### config.mk
export PLATFORM = sky130hd
export DESIGN_NAME = updn_cascade_ctr
export DESIGN_NICKNAME = d
export VERILOG_FILES = /design/src/rtl/updn_ctr_pkg.sv /design/src/rtl/ctr_op_decode.sv /design/src/rtl/ctr_next_state.sv /design/src/rtl/ctr_tc_decode.sv /design/src/rtl/updn_cascade_ctr.sv
export SDC_FILE = /design/constraint.sdc
export NUM_CORES = 1
export LEC_CHECK = 0
export ABC_AREA = 1
export BUFFER_PORTS_ARGS = -buffer_cell sky130_fd_sc_hd__buf_4
export CAP_MARGIN = 20
export CORE_AREA = 2 2 39 41
export CTS_CLUSTER_DIAMETER = 150
export CTS_CLUSTER_SIZE = 24
export DETAILED_ROUTE_END_ITERATION = 16
export DIE_AREA = 0 0 41 43
export PLACE_DENSITY = 0.61
export RECOVER_POWER = 25
export SETUP_SLACK_MARGIN = 0.1
export SYNTH_ARGS = -nofsm -noshare
export SYNTH_HDL_FRONTEND = slang
export SYNTH_SLANG_ARGS = --single-unit
### constraint.sdc
create_clock -name clk -period 0.95 [get_ports clk]
set_input_delay 0.0475 -clock clk [delete_from_list [all_inputs] [get_ports clk]]
set_output_delay 0.0475 -clock clk [all_outputs]
set_load 0.02 [all_outputs]
### src/rtl/updn_ctr_pkg.sv
package updn_ctr_pkg;
  typedef enum logic {
    DIR_DOWN = 1'b0,
    DIR_UP   = 1'b1
  } dir_e;

  typedef enum logic [1:0] {
    OP_HOLD  = 2'd0,
    OP_LOAD  = 2'd1,
    OP_COUNT = 2'd2
  } ctr_op_e;
endpackage

### src/rtl/ctr_op_decode.sv
module ctr_op_decode
  import updn_ctr_pkg::*;
(
  input  logic    ld_n,
  input  logic    cnt_en_n,
  input  logic    chain_en_n,
  output ctr_op_e op
);
  // load wins over counting; counting needs both enables asserted (low)
  always_comb begin
    if (!ld_n)                        op = OP_LOAD;
    else if (!cnt_en_n && !chain_en_n) op = OP_COUNT;
    else                              op = OP_HOLD;
  end
endmodule

### src/rtl/ctr_next_state.sv
module ctr_next_state
  import updn_ctr_pkg::*;
#(
  parameter int WIDTH = 4
) (
  input  logic [WIDTH-1:0] q,
  input  logic [WIDTH-1:0] din,
  input  ctr_op_e          op,
  input  dir_e             dir,
  output logic [WIDTH-1:0] q_nxt
);
  // bits that allow a toggle above them: ones when counting up, zeros when down
  logic [WIDTH-1:0] prop;
  logic [WIDTH-1:0] tog;
  logic [WIDTH-1:0] stepped;

  assign prop = (dir == DIR_UP) ? q : ~q;

  // lookahead: bit i toggles when every lower bit propagates
  for (genvar i = 0; i < WIDTH; i++) begin : g_tog
    if (i == 0) begin : g_lsb
      assign tog[i] = 1'b1;
    end else begin : g_upper
      assign tog[i] = &prop[i-1:0];
    end
  end

  assign stepped = q ^ tog;

  always_comb begin
    unique case (op)
      OP_LOAD:  q_nxt = din;
      OP_COUNT: q_nxt = stepped;
      default:  q_nxt = q;
    endcase
  end
endmodule

### src/rtl/ctr_tc_decode.sv
module ctr_tc_decode
  import updn_ctr_pkg::*;
#(
  parameter int WIDTH = 4
) (
  input  logic [WIDTH-1:0] q,
  input  dir_e             dir,
  input  logic             chain_en_n,
  output logic             carry_n
);
  logic [WIDTH-1:0] at_end;
  logic             term;

  // per-bit terminal match for the current direction
  for (genvar i = 0; i < WIDTH; i++) begin : g_end
    assign at_end[i] = (dir == DIR_UP) ? q[i] : ~q[i];
  end

  assign term    = &at_end;
  assign carry_n = ~(term & ~chain_en_n);
endmodule

### src/rtl/updn_cascade_ctr.sv
module updn_cascade_ctr
  import updn_ctr_pkg::*;
#(
  parameter int WIDTH = 4
) (
  input  logic             clk,
  input  logic             rst,
  input  logic             dir_up,
  input  logic             ld_n,
  input  logic [WIDTH-1:0] din,
  input  logic             cnt_en_n,
  input  logic             chain_en_n,
  output logic [WIDTH-1:0] q,
  output logic             carry_n
);
  localparam logic [WIDTH-1:0] RST_VAL = '0;

  ctr_op_e          op;
  dir_e             dir;
  logic [WIDTH-1:0] q_nxt;
  logic [WIDTH-1:0] q_r;

  assign dir = dir_e'(dir_up);

  ctr_op_decode u_op (
    .ld_n       (ld_n),
    .cnt_en_n   (cnt_en_n),
    .chain_en_n (chain_en_n),
    .op         (op)
  );

  ctr_next_state #(.WIDTH(WIDTH)) u_nxt (
    .q     (q_r),
    .din   (din),
    .op    (op),
    .dir   (dir),
    .q_nxt (q_nxt)
  );

  always_ff @(posedge clk) begin
    if (rst) q_r <= RST_VAL;
    else     q_r <= q_nxt;
  end

  ctr_tc_decode #(.WIDTH(WIDTH)) u_tc (
    .q          (q_r),
    .dir        (dir),
    .chain_en_n (chain_en_n),
    .carry_n    (carry_n)
  );

  assign q = q_r;
endmodule

==> impl_metrics.ini <==
[layout]
mostFrequentLayoutCell = buf_4
instances_no_fill = 86
antennaDiodeCount = 0
layout.nets = 82
layout_common_cells = 13 x buf_4, 6 x nand2_1, 5 x nand3_1, 5 x inv_1
area_delta_synth_final_pct = 62.9
final_area_um2 = 528
largest_reg_flops = 4
drive_gt1_share_pct = 52.9

[pwr]
p_sw_mw = 0.184
ir_drop_mv = 0.493
power.share.clock_pct = 33.5
power_frac_comb_pct = 34.4
power.density_nw_per_um2 = 1150
p_int_mw = 0.424
switching_share_pct = 30.3
leakage_nw = 0.250
seq_power_share_pct = 32.1

[timing]
setup_viol = 4
fin_setup_tns_ps = -415
layout_setup_ws_ps = -142
rsz0062_at_grt = yes
worst_slew_pin_slew_ps = 244
period_needed_ps = 1090
slew_headroom_pct = 83.8
fmax_mhz = 916
fin_crit_sh_pct = 115
slew_viol_final = 0
fin_worst_skew_ps = 2.41
hold_viol_final = 0

[setup_path]
crit_path_start_kind = register
r2r_start = q[1]
arrival_ps = 1220
endpoint_kind = register
critical_path_peak_fanout = 3
critPathKind = reg2reg
worst_ep_required_time_ps = 1080
r2r_cells = 7
crit_start = q[1]

[synth]
synthTopCellsByArea = dfxtp_1 25%, inv_1 9.3%, nand2_2 7.7%
synth.distinct_cells = 20
yosys.area.top_type = dfxtp_1
syn_area_um2 = 324
syn-num-nets = 60
yosys_warnings = 0
ys_seq_area_share_pct = 24.7
synthCells = 50
avgSynthCellArea_um2 = 6.48
ys_ff_latch = 4
yosysTopAreaCellShare_pct = 24.7

[floorplanning]
start_util_pct = 23.4
fp.dieW_um = 41
rows = 14
die_area_um2 = 1760
fp.dieH_um = 43
core_area_um2 = 1380
io_pins = 15

[placement]
dpl_cell_area_um2 = 459
dp_cells = 79
dp_hpwl_um = 620
numPortBuffers = 14
gp_congestion = 0.728

[run_status]
status = finished, violations left
failed_checks = negative setup slack

[cts]
cts_buffers = 3
htreeDepth = 1
clockRootBuffer = clkbuf_4
clock_latency_ps = 230
cts_sinks = 4
cts_tree = built
clk_pin_slew_ps = 30
clockBufferDepth = 2

[route]
vias_per_cell = 4.28
ant_nets = 0
dr_total_vias = 368
dr.pass1.iters = 2
wl_um = 808
wl_per_cell_um = 9.40
drc = 0
drtIter0Drc = 5

[grt]
antenna_found_initial = 0
track_usage_pct = 11.9
grt_pass1_vias = 370
grt_remaining_overflow = 0
grt_max_degree = 8
grt_pass1_wl_mm = 1.39

[run]
drv_cap = 0

[worst_hold_path]
hold_class = in2reg
hold_path_depth = 2
hp-start = ld_n
==> synth_stat cells, drive strengths merged <==
library cell	count
a21oi	3
buf	1
clkinv	2
dfxtp	4
inv	9
nand2	11
nand3	6
nor2	5
o2111ai	1
o21ai	3
o22ai	2
or2	1
xnor2	1
xor2	1
==> per-stage QoR <==
stage | hold WS, ps | power, mW | utilization [%] | worst slack [ps]
after floorplan | 101 | 0.307 | - | 32.6
after global placement | 218 | 0.374 | 33.2 | -0.424
after detailed placement | 216 | 0.375 | 33.2 | -7.94
after CTS | 24.3 | 0.621 | 37.7 | -179
after global routing | 52.0 | 0.650 | 38.2 | -194
final | 38.3 | 0.608 | 38.2 | -142
==> final cells by class <==
cell class | instances | area, µm²
repair buffers | 18 | 145
inverters | 11 | 41.3
flip-flops and latches | 4 | 95.1
well taps | 16 | 20.0
fillers | 160 | 856
multi-input cells | 34 | 204
clock buffers | 3 | 22.5
==> worst paths after layout <==
path / endpoint / slack (ps)
worst max-delay path: q[2] / -140
worst min-delay path: q[1] / 40
worst max register to register: q[2] / -140
worst min register to register: q[3] / 590
==> what timing repair did <==
action,4_1_cts,5_1_grt
pin swaps,4,5
setup buffers,3,0
hold buffers,1,0
hold endpoints to repair,1,0
setup endpoints to repair,4,5
gates cloned,0,0
gates resized for setup,3,4
==> layer usage <==
metal	track usage, %	routed length (µm)
met5	0	0
met4	12.0	12
met3	2.09	47
met2	17.2	402
met1	13.5	346
==> cell families after synthesis <==
family                 Yosys count  synth area share [%]
buffers and inverters           12                  16.2
AND/OR/NAND/NOR                 23                  36.7
AO/OA/AOI/OAI                    9                  17.0
XOR/XNOR                         2                  5.41
flip-flops                       4                  24.7
==> worst max-delay path, stage by stage, from the launching register on <==
cell and delay [ps]:
dfxtp_4 340, buf_4 150, xnor2_1 200, nand2_1 70
nand2_1 60, nand3_1 70, nand3_1 70, inv_1 30
==> power groups by stage <==
stage	Clock (mW)	Combinational, mW	Sequential (mW)
after global routing	0.222	0.230	0.197
after CTS	0.220	0.207	0.194
after global placement	0	0.176	0.198
final	0.203	0.209	0.195
after floorplan	0	0.0955	0.212
after detailed placement	0	0.175	0.200
(Power assumes the default switching activity.)
